==> src/rtl/pcw_pkg.sv <==
package pcw_pkg;

  typedef enum logic [2:0] {
    ST_IDLE,
    ST_CS_GUARD,
    ST_BIT_LOW,
    ST_BIT_HIGH,
    ST_CLOSE_CS,
    ST_CLOSE_DAT
  } pcw_state_e;

endpackage

==> src/rtl/pcw_divider.sv <==
module pcw_divider #(
  parameter int DIV = 4
) (
  input  logic clk,
  input  logic rst,
  input  logic restart,
  output logic tick
);

  localparam int CW = (DIV > 1) ? $clog2(DIV) : 1;
  localparam logic [CW-1:0] LAST = CW'(DIV - 1);

  logic [CW-1:0] cnt;

  always_ff @(posedge clk) begin
    if (rst || restart) begin
      cnt <= '0;
    end else if (cnt == LAST) begin
      cnt <= '0;
    end else begin
      cnt <= cnt + 1'b1;
    end
  end

  assign tick = (cnt == LAST);

endmodule

==> src/rtl/pcw_shifter.sv <==
module pcw_shifter #(
  parameter int W = 24
) (
  input  logic         clk,
  input  logic         rst,
  input  logic         load,
  input  logic [W-1:0] load_word,
  input  logic         shift,
  output logic         cur_bit,
  output logic         next_bit,
  output logic         last
);

  localparam int BW = $clog2(W);
  localparam logic [BW-1:0] LAST_IDX = BW'(W - 1);

  logic [W-1:0]  sr;
  logic [BW-1:0] sent;

  always_ff @(posedge clk) begin
    if (rst) begin
      sr   <= '1;
      sent <= '0;
    end else if (load) begin
      sr   <= load_word;
      sent <= '0;
    end else if (shift) begin
      sr   <= {sr[W-2:0], 1'b1};
      sent <= sent + 1'b1;
    end
  end

  assign cur_bit  = sr[W-1];
  assign next_bit = sr[W-2];
  assign last     = (sent == LAST_IDX);

endmodule

==> src/rtl/pcw_ctrl.sv <==
module pcw_ctrl
  import pcw_pkg::*;
(
  input  logic clk,
  input  logic rst,
  input  logic req_valid,
  input  logic tick,
  input  logic sh_cur,
  input  logic sh_next,
  input  logic sh_last,
  output logic req_ready,
  output logic done,
  output logic csn,
  output logic sck,
  output logic sdo,
  output logic load,
  output logic load_second,
  output logic shift,
  output logic div_restart
);

  pcw_state_e state;
  logic       second;

  assign load_second = (state != ST_IDLE);
  assign load        = (state == ST_IDLE && req_valid && req_ready) ||
                       (state == ST_CLOSE_DAT && tick && !second);
  assign shift       = (state == ST_BIT_HIGH) && tick && !sh_last;
  assign div_restart = (state == ST_IDLE);

  always_ff @(posedge clk) begin
    if (rst) begin
      state     <= ST_IDLE;
      second    <= 1'b0;
      req_ready <= 1'b1;
      done      <= 1'b0;
      csn       <= 1'b1;
      sck       <= 1'b1;
      sdo       <= 1'b1;
    end else begin
      done <= 1'b0;
      unique case (state)
        ST_IDLE: begin
          if (req_valid && req_ready) begin
            state     <= ST_CS_GUARD;
            second    <= 1'b0;
            req_ready <= 1'b0;
            csn       <= 1'b0;
          end
        end
        ST_CS_GUARD: begin
          if (tick) begin
            state <= ST_BIT_LOW;
            sck   <= 1'b0;
            sdo   <= sh_cur;
          end
        end
        ST_BIT_LOW: begin
          if (tick) begin
            state <= ST_BIT_HIGH;
            sck   <= 1'b1;
          end
        end
        ST_BIT_HIGH: begin
          if (tick) begin
            if (sh_last) begin
              state <= ST_CLOSE_CS;
              csn   <= 1'b1;
            end else begin
              state <= ST_BIT_LOW;
              sck   <= 1'b0;
              sdo   <= sh_next;
            end
          end
        end
        ST_CLOSE_CS: begin
          if (tick) begin
            state <= ST_CLOSE_DAT;
            sdo   <= 1'b1;
          end
        end
        ST_CLOSE_DAT: begin
          if (tick) begin
            if (!second) begin
              state  <= ST_CS_GUARD;
              second <= 1'b1;
              csn    <= 1'b0;
            end else begin
              state     <= ST_IDLE;
              req_ready <= 1'b1;
              done      <= 1'b1;
            end
          end
        end
        default: state <= ST_IDLE;
      endcase
    end
  end

endmodule

==> src/rtl/panel_cfg_writer.sv <==
module panel_cfg_writer #(
  parameter int          DIV    = 4,
  parameter int          ID_W   = 6,
  parameter int          PAY_W  = 16,
  parameter logic [5:0]  DEV_ID = 6'h1D
) (
  input  logic             clk,
  input  logic             rst,
  input  logic             req_valid,
  output logic             req_ready,
  input  logic [PAY_W-1:0] req_index,
  input  logic [PAY_W-1:0] req_value,
  output logic             done,
  output logic             ser_csn,
  output logic             ser_sck,
  output logic             ser_sdo
);

  localparam int FRAME_W = ID_W + 2 + PAY_W;
  localparam logic [ID_W-1:0] ID_BITS = ID_W'(DEV_ID);

  logic             tick, load, load_second, shift, div_restart;
  logic             sh_cur, sh_next, sh_last;
  logic [PAY_W-1:0] value_q;
  logic [FRAME_W-1:0] frame_word;

  always_ff @(posedge clk) begin
    if (rst) begin
      value_q <= '0;
    end else if (req_valid && req_ready) begin
      value_q <= req_value;
    end
  end

  // register-select = 0 with index, then 1 with value; read/write always 0
  assign frame_word = load_second ? {ID_BITS, 1'b1, 1'b0, value_q}
                                  : {ID_BITS, 1'b0, 1'b0, req_index};

  pcw_divider #(.DIV(DIV)) u_div (
    .clk     (clk),
    .rst     (rst),
    .restart (div_restart),
    .tick    (tick)
  );

  pcw_shifter #(.W(FRAME_W)) u_shift (
    .clk       (clk),
    .rst       (rst),
    .load      (load),
    .load_word (frame_word),
    .shift     (shift),
    .cur_bit   (sh_cur),
    .next_bit  (sh_next),
    .last      (sh_last)
  );

  pcw_ctrl u_ctrl (
    .clk         (clk),
    .rst         (rst),
    .req_valid   (req_valid),
    .tick        (tick),
    .sh_cur      (sh_cur),
    .sh_next     (sh_next),
    .sh_last     (sh_last),
    .req_ready   (req_ready),
    .done        (done),
    .csn         (ser_csn),
    .sck         (ser_sck),
    .sdo         (ser_sdo),
    .load        (load),
    .load_second (load_second),
    .shift       (shift),
    .div_restart (div_restart)
  );

endmodule

==> config.mk <==
export PLATFORM = sky130hd
export DESIGN_NAME = panel_cfg_writer
export DESIGN_NICKNAME = d
export VERILOG_FILES = /design/src/rtl/pcw_pkg.sv /design/src/rtl/pcw_divider.sv /design/src/rtl/pcw_shifter.sv /design/src/rtl/pcw_ctrl.sv /design/src/rtl/panel_cfg_writer.sv
export SDC_FILE = /design/constraint.sdc
export NUM_CORES = 1
export LEC_CHECK = 0
export ABC_AREA = 1
export CORE_MARGIN = 2
export CORE_UTILIZATION = 45
export CTS_BUF_LIST = sky130_fd_sc_hd__clkbuf_4
export DETAILED_ROUTE_END_ITERATION = 7
export DONT_BUFFER_PORTS = 1
export MAX_ROUTING_LAYER = met4
export PLACE_DENSITY = 0.72
export SLEW_MARGIN = 15
export SYNTH_ARGS = -nofsm -noshare
export SYNTH_HDL_FRONTEND = slang
export SYNTH_SLANG_ARGS = --single-unit
==> constraint.sdc <==
create_clock -name clk -period 3.61 [get_ports clk]
set_clock_uncertainty 0.1 [all_clocks]
set_input_delay 0.722 -clock clk [delete_from_list [all_inputs] [get_ports clk]]
set_output_delay 0.722 -clock clk [all_outputs]
set_load 0.05 [all_outputs]
; Yosys cells after proc, flatten, opt, wreduce, memory -nomap -nowiden
; Cells that the tools add are included.
[word_totals]
out_inout_bits = 5
ff_bits = 56
elab_cells = 91
in_bits = 35
[classes]
n_reduce_logical = 27
n_eq_ne = 17
muxes = 32
bitwise = 2
n_addsub = 2
[op_table]
columns = op, count
row1 = $mux 24, 2
row2 = $mux 3, 7
row3 = $mux 18, 1
row4 = $pmux 3 s6, 1
row5 = $mux 1, 16
row6 = $ne 2x1->1 const B, 7
row7 = $reduce_and 6->1, 2
row8 = $reduce_bool 3->1, 4
row9 = $reduce_and 5->1, 2
row10 = $pmux 1 s3, 3
row11 = $logic_and 1x1->1, 7
row12 = $eq 3x2->1 const B, 2
row13 = $eq 3x3->1 const B, 2
row14 = $ne 2x2->1 const B, 3
row15 = $add 5x1->5 const B, 1
row16 = $eq 5x5->1 const B, 1
row17 = $pmux 1 s2, 2
row18 = $reduce_and 4->1, 1
row19 = $reduce_bool 2->1, 2
row20 = $reduce_or 2->1, 2
row21 = $eq 3x1->1 const B, 1
row22 = $logic_not 3->1, 1
row23 = $reduce_and 3->1, 1
row24 = $reduce_or 3->1, 1
row25 = 5 further kinds, 8

; Longest topological paths before layout
; Gate-level depths: netlist of run 1.
[logic_depth]
depth_word = 5
depth_mapped = 10
mapped_depth_nobuf = 10

; Modules after synthesis
; From an unflattened synthesis of run 1, not the netlist that was laid out.
[hier_totals]
cells_unflattened = 404
area_unflattened_um2 = 2845.2
[by_module_without_submodules]
columns = module, cells_each, n_inst, area_per_inst_um2, seq_area_each_um2
row1 = pcw_shifter, 165, 1, 1317.5, 580.6
row2 = panel_cfg_writer, 139, 1, 884.6, 320.3
row3 = pcw_ctrl, 91, 1, 568.0, 180.2
row4 = pcw_divider, 9, 1, 75.1, 40.0

; Worst setup path before layout of run 1
; No wires, ideal clock.
[synth_path]
kind = reg-to-reg
from = register u_ctrl.req_ready
to = register u_shift.sr[11]
arrival_ps = 1543
synth_period_minus_slack_ps = 1773
path_stages_with_launch = 9
setup_ps = 130
t_required_ps = 3380
slack_ps = 1837
path_buffers = 1
cell_sequence = dfxtp_1 > nand2_1 > nor2_2 > inv_2 > nand2_4 > nor2_4 > buf_6 > nand2_1 > nand3_1
[synth_via]
elab_chain_cells = 3
word_cells_on_any_way = 4
cone_classes = 1 x mux / 3 x reduce/logical
[synth_rtl]
columns = item, line_no
row1 = from (decl), pcw_ctrl.sv:11  ; output logic req_ready,
row2 = from (signal assigned), pcw_ctrl.sv:35  ; req_ready <= 1'b1;
row3 = from (signal assigned), pcw_ctrl.sv:47  ; req_ready <= 1'b0;
row4 = from (signal assigned), pcw_ctrl.sv:90  ; req_ready <= 1'b1;
row5 = $logic_and 1x1->1 (*), pcw_ctrl.sv:26  ; assign load = (state == ST_IDLE && req_valid && req_ready) ||
row6 = $logic_or 1x1->1 (*), pcw_ctrl.sv:26
row7 = $mux 24 / $reduce_bool 2->1 (equally long branches), --
row8 = to (signal assigned), pcw_shifter.sv:25  ; sr <= load_word;
row9 = to (signal assigned), pcw_shifter.sv:28  ; sr <= {sr[W-2:0], 1'b1};
row10 = to (decl), pcw_shifter.sv:17  ; logic [W-1:0] sr;
; Mark *: on every way between the ends. The rest lies on a longest branch, timed or not.
; A chain may end at the register's enable or synchronous reset.

; Worst setup path in the final report of run 1
[layout_path]
from = register u_ctrl.state[0]
to = register u_shift.sr[17]
[layout_via]
elab_chain_cells = 5
word_cells_on_any_way = 14
cone_classes = 2 x eq/ne / 2 x mux / 10 x reduce/logical
[layout_rtl]
columns = item, line_no
row1 = from (decl), pcw_ctrl.sv:22  ; pcw_state_e state;
row2 = from (signal assigned), pcw_ctrl.sv:33  ; state <= ST_IDLE;
row3 = from (signal assigned), pcw_ctrl.sv:45  ; state <= ST_CS_GUARD;
row4 = from (signal assigned), pcw_ctrl.sv:53  ; state <= ST_BIT_LOW;
row5 = $eq 3x3->1 / $logic_not 3->1 (equally long branches), "pcw_ctrl.sv:27, pcw_ctrl.sv:26"
row6 = "$logic_and 1x1->1, on equally long branches (2 in a row)", "pcw_ctrl.sv:27, pcw_ctrl.sv:26"
row7 = $logic_or 1x1->1, pcw_ctrl.sv:26
row8 = $mux 24 / $reduce_bool 2->1 (equally long branches), --
; Parallel ways exist; a longest one is shown, timed or not.

==> results of run 1 <==
stage by stage:
step                      instances  hold slack (ns)  setup slack (ns)
after floorplan                 401           0.2986             1.837
after global placement          456           0.3076             1.280
after detailed placement        456           0.3183             1.239
after CTS                       464           0.2664             1.195
after global routing            464           0.2571            0.9548
final                           464           0.2751             1.222
cell usage after synthesis (all sizes together):
master    n  area share (%)
clkinv    1            0.14
nor2     27             5.0
ha        2            0.92
nand2   133              19
inv      33             4.6
xor2      1            0.32
o22ai     1            0.23
a21oi    27             5.1
o21ai    37             6.8
dfxtp    56              41
clkbuf   11             1.5
nand3    60              11
nand4     1            0.23
buf      11             3.4
worst min-delay path by stage:
stage / start / end / slack, ns / cells past startpoint
final: rst / u_ctrl.second / 0.28 / 1
after global routing: rst / u_ctrl.second / 0.26 / 1
after floorplan: u_div.cnt[0] / u_div.cnt[0] / 0.30 / 1
after CTS: rst / u_ctrl.second / 0.27 / 1
after global placement: u_div.cnt[0] / u_div.cnt[0] / 0.31 / 1
after detailed placement: u_div.cnt[0] / u_div.cnt[0] / 0.32 / 1
cell families after synthesis:
family / after synthesis / synth area share, %
DFF: 56 / 41.14
and+or+nand+nor: 221 / 35.77
buffers and inverters: 56 / 9.733
adders and majority gates: 2 / 0.9181
xor gates and xnor gates: 1 / 0.3215
AOI/OAI and AO/OA: 65 / 12.12
power groups by stage:
stage | combinational, mW | clock [mW] | sequential, mW
floorplan | 0.550 | 0 | 0.838
global placement | 0.594 | 0 | 0.869
detailed placement | 0.607 | 0 | 0.870
CTS | 0.610 | 0.356 | 0.857
global route | 0.704 | 0.384 | 0.872
finish | 0.608 | 0.347 | 0.858
final cells by class:
type	count	area (um^2)	area share, %
repair buffers	2	15.01	0.5403
well taps	75	93.84	3.377
inverters	34	130.1	4.683
multi-input cells	289	1339	48.18
clock inverters	2	35.03	1.261
clock buffers	6	45.04	1.621
flip-flops and latches	56	1121	40.34
registers in the layout, indices dropped and copies added, names as in the netlist:
name and flops:
u_ctrl.sck 1, u_ctrl.sdo 1, u_ctrl.csn 1, u_ctrl.state 3, u_div.cnt 2, u_shift.sr 24
u_ctrl.req_ready 1, u_ctrl.done 1, u_ctrl.second 1, value_q 16, u_shift.sent 5
per-layer routing:
| metal | routed length, um | GRT usage (%) |
|---|---|---|
| met5 | 0 | - |
| met2 | 2608 | 29.11 |
| met3 | 388 | 5.055 |
| met4 | 112 | 7.500 |
| met1 | 2619 | 22.45 |
==> flow_metrics.tcl, run 1 <==
set metrics [dict create \
    final_common_cell "nand2_1" \
    status "complete, no violations" \
    slew_viol_final 0 \
    worst_setup_path_start_kind "register" \
    crit_path_cell_trace "nor2_4, nand2_2, nor2_2, a21oi_2, nand2_1, nand2_1, nand3_1" \
    stdcell_area_um2 2779 \
    clock-root-buffer "clkbuf_4" \
    tightestPinTransition_ns 1.027 \
    syn_area_per_cell_um2 6.796 \
    ios 40 \
    final_hold_viol_count 0 \
    io_buffers 0 \
    core_um2 5886 \
    endpoint "u_shift.sr[17]" \
    post_cts.repair.setup_buffers 0 \
    gp_congestion 0.9413 \
    drc 0 \
    switchingPower_mw 0.7175 \
    slowest_stage "dfxtp_1" \
    hold_buffers 0 \
    crit_family "simple AND/OR/NAND/NOR gates" \
    final_util_pct 47.22 \
    cts-resized-gates 0 \
    die_height_um 81.82 \
    drtPass1Iterations 5 \
    synth_seq_cells 56 \
    area_growth_pct 1.974 \
    clockPowerShare_pct 19.1 \
    critPathMaxStageDelay_ns 0.65 \
    tns_ns 0 \
    ant_nets 0 \
    wire_per_inst_um 12.34 \
    cp.depth 7 \
    rrSetupSlack_ns 1.22 \
    seq_area_frac_synth_pct 41.14 \
    diodes 0 \
    clk_latency_ns 0.39 \
    drive_gt1_share_pct 7.455 \
    vias_per_cell 5.239 \
    worstReg2RegStart "u_ctrl.state[0]" \
    layout_common_cells "nand2_1 (128), nand3_1 (58), dfxtp_1 (56)" \
    grt-ovfl-total 0 \
    place_area_um2 2699 \
    drt_iter0_markers 127 \
    syn_inst 401 \
    row_count 28 \
    clk_path_buf_depth 2 \
    combPwrFrac_pct 33.5 \
    grt_usage_pct 18.50 \
    worst_r2r_path_depth 7 \
    die_w_um 81.82 \
    cts_made_buffers 5 \
    maxCapViolCount 0 \
    cp_max_fo 35 \
    synth_warnings 0 \
    p_leak_nw 1.250 \
    antenna_found_initial 0 \
    finalSetupViolCount 0 \
    maxSlewHeadroom_pct 31.43 \
    synth_nets 438 \
    post_synth_num_cell_types 26 \
    cts_sinks 56 \
    place_hpwl_um 3998 \
    drt-total-wl_um 5728 \
    netSwitchingFraction_pct 39.57 \
    min_period_ns 2.388 \
    dieArea_um2 6695 \
    required_ns 3.75 \
    crit_top_cell "nand2_1" \
    crit_type "register to register" \
    grt_setup_unrepaired "false" \
    cts_tree "yes" \
    finalPower_mw 1.813 \
    power_frac_seq_pct 47.3 \
    syn_area_um2 2725 \
    grt_pass1_vias 2200 \
    endpoint_kind "register" \
    power.density_nw_per_um2 652.4 \
    max_freq_ghz 0.4187 \
    peakVddDrop_mv 0.3224 \
    fill_cells 598 \
    reg2reg_to "u_shift.sr[17]" \
    intPower_mw 1.096 \
    clk_pin_slew_worst_paths_ns 0.17 \
    period_share_pct 66.16 \
    nets 425 \
    hp-class "primary input to register" \
    critical_path_buf_inv_count 0 \
    initial_core_util_pct 46.30 \
    grt_pass1_wl_um 9397 \
    startpoint "u_ctrl.state[0]" \
    vias 2431 \
    cp_data_arrival_time_ns 2.53 \
    h-tree-depth 2 \
    grt_start_max_net_pins 36 \
]
Note: power is estimated with default switching activity, not from simulation.
==> run 2, diff against run 1 <==
- clock period: 3.61 -> 2.2 ns (I/O delays scaled with it)
==> run 2 against run 1 <==
Net effect:
- core utilization rose by 1.3 points
- clock power rose by 69%
- sequential share of layout area fell by 1.1 points
- sequential power rose by 60%
- largest power group unchanged
==> flow_metrics.tcl, run 2 (synthesized netlist as in run 1, its figures left out) <==
set metrics [dict create \
    worstReg2RegStart "u_ctrl.state[2]" \
    rrSetupSlack_ns 0.28 \
    drtPass1Iterations 5 \
    crit_type "register to register" \
    endpoint_kind "register" \
    finalSetupViolCount 0 \
    status "complete, no violations" \
    grt_start_max_net_pins 41 \
    die_height_um 81.82 \
    maxSlewHeadroom_pct 66.54 \
    worst_r2r_path_depth 8 \
    reg_top3 "u_shift.sr (24), value_q (16), u_shift.sent (5)" \
    clock-root-buffer "clkbuf_4" \
    antenna_found_initial 0 \
    vias_per_cell 5.159 \
    reg2reg_to "u_shift.sent[1]" \
    timing.hold.ws_ns 0.04786 \
    diodes 0 \
    clk_latency_ns 0.39 \
    grt_pass1_wl_um 9715 \
    hp-class "primary input to register" \
    combPwrFrac_pct 36.0 \
    switchingPower_mw 1.212 \
    cp_data_arrival_time_ns 2.15 \
    intPower_mw 1.844 \
    drt_iter0_markers 181 \
    clockPowerShare_pct 19.2 \
    dieArea_um2 6695 \
    power_frac_seq_pct 44.7 \
    startpoint "u_ctrl.state[2]" \
    vias 2435 \
    die_w_um 81.82 \
    grt_pass1_vias 2140 \
    required_ns 2.43 \
    min_period_ns 1.918 \
    ant_nets 0 \
    drt-total-wl_um 5767 \
    clk_pin_slew_worst_paths_ns 0.16 \
    wl_met2_um 2684 \
    max_freq_ghz 0.5214 \
    io_buffers 0 \
    drt-met1-wl_um 2630 \
    min_from "rst" \
    cp_max_fo 18 \
    place_hpwl_um 4004 \
    nets 433 \
    finalPower_mw 3.056 \
    post_cts.repair.setup_buffers 0 \
    grt-ovfl-total 0 \
    final_common_cell "nand2_1" \
    largest_reg_flops 24 \
    area_growth_pct 4.867 \
    h-tree-depth 2 \
    slew_viol_final 0 \
    p_leak_nw 1.289 \
    netSwitchingFraction_pct 39.66 \
    cts_sinks 56 \
    power.density_nw_per_um2 1069 \
    tns_ns 0 \
    fill_cells 604 \
    ios 40 \
    layout_common_cells "nand2_1 (128), nand3_1 (58), dfxtp_1 (56)" \
    final_hold_viol_count 0 \
    peakVddDrop_mv 0.5209 \
    row_count 28 \
    endpoint "u_shift.sent[1]" \
    gp_congestion 0.9268 \
    clk_path_buf_depth 2 \
    initial_core_util_pct 46.30 \
    met3RoutedLength_um 354 \
    core_um2 5886 \
    regMostFlops "u_shift.sr" \
    period_share_pct 87.18 \
    highest_layer "met4" \
    cts_made_buffers 5 \
    drc 0 \
    cts_tree "yes" \
    tightestPinTransition_ns 0.5012 \
    maxCapViolCount 0 \
    grt_usage_pct 19.16 \
    drive_gt1_share_pct 9.068 \
    grt_setup_unrepaired "false" \
    final_util_pct 48.55 \
    worst_setup_path_start_kind "register" \
    wire_per_inst_um 12.22 \
]
[run 2: area by class of cell]
type	count	area, um^2	share of cell area (%)
Clock inverter	3	46.29	1.620
Inverter	34	130.1	4.553
Tap cell	75	93.84	3.284
Timing Repair Buffer	10	90.09	3.152
Sequential cell	56	1121	39.23
Clock buffer	5	37.54	1.313
Multi-Input combinational cell	289	1339	46.85
[run 2: worst max-delay path, stage by stage, from the launching register on]
cell and delay [ns]:
dfxtp_1 0.61, inv_4 0.11, nand2_2 0.24, nor2_2 0.09, inv_2 0.10, nand2_4 0.15
nor2_2 0.24, inv_2 0.10, a21oi_1 0.11
[run 2: worst min path at each step]
stage | endpoint | slack, ns | depth (start not counted)
6_report | u_shift.sr[19] | 0.05 | 2
5_1_grt | u_shift.sr[23] | 0.04 | 2
4_1_cts | u_shift.sr[19] | 0.04 | 2
3_5_place_dp | u_div.cnt[0] | 0.32 | 1
3_3_place_gp | u_div.cnt[0] | 0.31 | 1
2_1_floorplan | u_div.cnt[0] | 0.30 | 1
[run 2: power by group through the flow]
stage | Sequential, mW | Clock [mW] | Combinational, mW
5_1_grt | 1.39 | 0.628 | 1.28
3_5_place_dp | 1.39 | 0 | 1.10
4_1_cts | 1.37 | 0.599 | 1.10
3_3_place_gp | 1.38 | 0 | 1.08
2_1_floorplan | 1.38 | 0 | 0.903
6_report | 1.37 | 0.587 | 1.10
[run 2: through the flow]
stage,std cells,area (um^2),setup WS (ns)
2_1_floorplan,401,2725,0.4273
3_3_place_gp,463,2764,0.3732
3_5_place_dp,463,2764,0.3424
4_1_cts,472,2858,0.3162
5_1_grt,472,2858,0.1202
6_report,472,2858,0.2822
[run 2: repair_timing]
action,in CTS,in global routing
hold endpoints to repair,3,0
gates resized for setup,0,0
hold buffers,1,0
[run 2: metal layers]
layer  vias to the layer above  GRT usage, %
met5                         -             -
met4                         0         6.500
met3                        11         4.505
met2                        69         29.76
met1                      1080         24.57
li1                       1275             -
==> run 3, diff against run 2 <==
- CORE_ASPECT_RATIO: not set -> 1.2
- CORE_UTILIZATION: 45 -> 60
- PLACE_DENSITY: 0.72 -> 0.88
==> run 3 against run 2 <==
Net effect:
- final area down 1.7%
- combinational power down 4%
- first-iteration DRC count decreased by 27%
- total power is 5.7% lower
- critical path depth up 1
- worst setup slack improved by 0.074 ns
==> flow_metrics.tcl, run 3 (synthesized netlist as in run 1, its figures left out) <==
set metrics [dict create \
    vias 2496 \
    place_hpwl_um 3822 \
    cts_tree "yes" \
    fin_ws_ns 0.3560 \
    regArea_um2 1121 \
    finalSetupViolCount 0 \
    final_common_cell "nand2_1" \
    reg_top3 "u_shift.sr (24), value_q (16), u_shift.sent (5)" \
    hp-class "primary input to register" \
    pre_cts_slack_ns 0.3841 \
    worst_setup_path_start_kind "register" \
    status "complete, no violations" \
    cts_sinks 56 \
    grt_start_max_net_pins 37 \
    core_um2 4327 \
    wire_per_inst_um 11.76 \
    antenna_found_initial 0 \
    vias_per_cell 5.486 \
    cp_max_fo 18 \
    nets 435 \
    clock-root-buffer "clkbuf_4" \
    final_hold_viol_count 0 \
    row_count 26 \
    largest_reg_flops 24 \
    tightestPinTransition_ns 0.5190 \
    drtPass1Iterations 5 \
    power.density_nw_per_um2 1026 \
    maxCapViolCount 0 \
    endpoint_kind "register" \
    initial_core_util_pct 62.98 \
    clk_path_buf_depth 2 \
    cp_data_arrival_time_ns 2.07 \
    clk_pin_slew_worst_paths_ns 0.15 \
    period_share_pct 83.82 \
    rrSetupSlack_ns 0.36 \
    crit_type "register to register" \
    ios 40 \
    drt_iter0_markers 132 \
    regMostFlops "u_shift.sr" \
    max_freq_ghz 0.5423 \
    drt-total-wl_um 5352 \
    h-tree-depth 2 \
    clk_latency_ns 0.37 \
    multiInputGateArea_um2 1339 \
    required_ns 2.43 \
    fill_cells 388 \
    min_period_ns 1.844 \
    tns_ns 0 \
    die_w_um 65.52 \
    slowest_stage "dfxtp_1" \
    grt_pass1_vias 2257 \
    drc 0 \
    grt-ovfl-total 0 \
    finalPower_mw 2.883 \
    grt_usage_pct 23.77 \
    gp_congestion 0.9762 \
    io_buffers 0 \
    crit_path_cell_trace "inv_1, nand3_2, nor2_4, nand2_2, nand2_4, nor2_4, buf_4, nand2_1, nand3_1" \
    crit_top_cell "nor2_4" \
    grt_pass1_wl_um 9411 \
    maxSlewHeadroom_pct 65.35 \
    slew_viol_final 0 \
    cts_made_buffers 5 \
    drive_gt1_share_pct 9.273 \
    p_leak_nw 1.279 \
    peakVddDrop_mv 0.5744 \
    dieArea_um2 5099 \
    layout_common_cells "nand2_1 (128), nand3_1 (58), dfxtp_1 (56)" \
    diodes 0 \
    grt_setup_unrepaired "false" \
    die_height_um 77.83 \
    critPathMaxStageDelay_ns 0.58 \
    ant_nets 0 \
    area_growth_pct 3.076 \
]
run 3: cell count changes in the layout (fill, tap and decap cells not counted):
cell	delta
buf_4	+3
buf_12	-1
bufinv_16	-1
clkbuf_4	+1
clkinv_1	+1
inv_6	-1
run 3: final timing paths:
check,from,endpoint,depth (start not counted)
worst max register to register,u_ctrl.state[1],u_shift.sr[9],9
worst max-delay path,u_ctrl.state[1],u_shift.sr[9],9
worst min register to register,u_div.cnt[0],u_div.cnt[0],1
worst min-delay path,rst,u_shift.sr[23],2
run 3: power breakdown:
part / internal [mW] / switching [mW] / total, mW
combinational: 0.369 / 0.688 / 1.06
sequential: 1.22 / 0.161 / 1.38
clock: 0.135 / 0.307 / 0.441
total: 1.73 / 1.16 / 2.88
run 3: layout make-up:
type | count | area share (%)
multi-input cells | 289 | 47.66
flip-flops and latches | 56 | 39.91
inverters | 34 | 4.633
repair buffers | 12 | 3.296
well taps | 56 | 2.494
clock buffers | 6 | 1.604
clock inverters | 2 | 0.4009
run 3: repair_timing:
item,in CTS,in global routing
hold buffers,0,1
resized for setup,0,0
buffers inserted,0,0
endpoints found under the hold margin,0,3
run 3: stage by stage:
stage / hold WS [ns] / area, um^2 / utilization [%] / std cells
floorplan: 0.2986 / 2725 / - / 401
global placement: 0.3068 / 2743 / 63.39 / 446
detailed placement: 0.3163 / 2743 / 63.39 / 446
CTS: 0.007836 / 2799 / 64.69 / 454
global route: 0.01338 / 2809 / 64.92 / 455
finish: 0.05473 / 2809 / 64.92 / 455
run 3: routing by layer:
layer	global-route usage (%)	share of wire [%]	wire (um)	vias to the layer above
met5	-	0	0	-
met4	7.500	1.8	96	0
met3	6.232	5.8	310	7
met2	37.45	46	2447	82
met1	29.75	47	2497	1122
li1	-	-	-	1285
run 3: worst max-delay path: cells and delay by family (launching register included):
kind / cells / cell delay, ns
flip-flops: 1 / 0.58
AND/OR/NAND/NOR: 7 / 0.78
buffers and inverters: 2 / 0.36
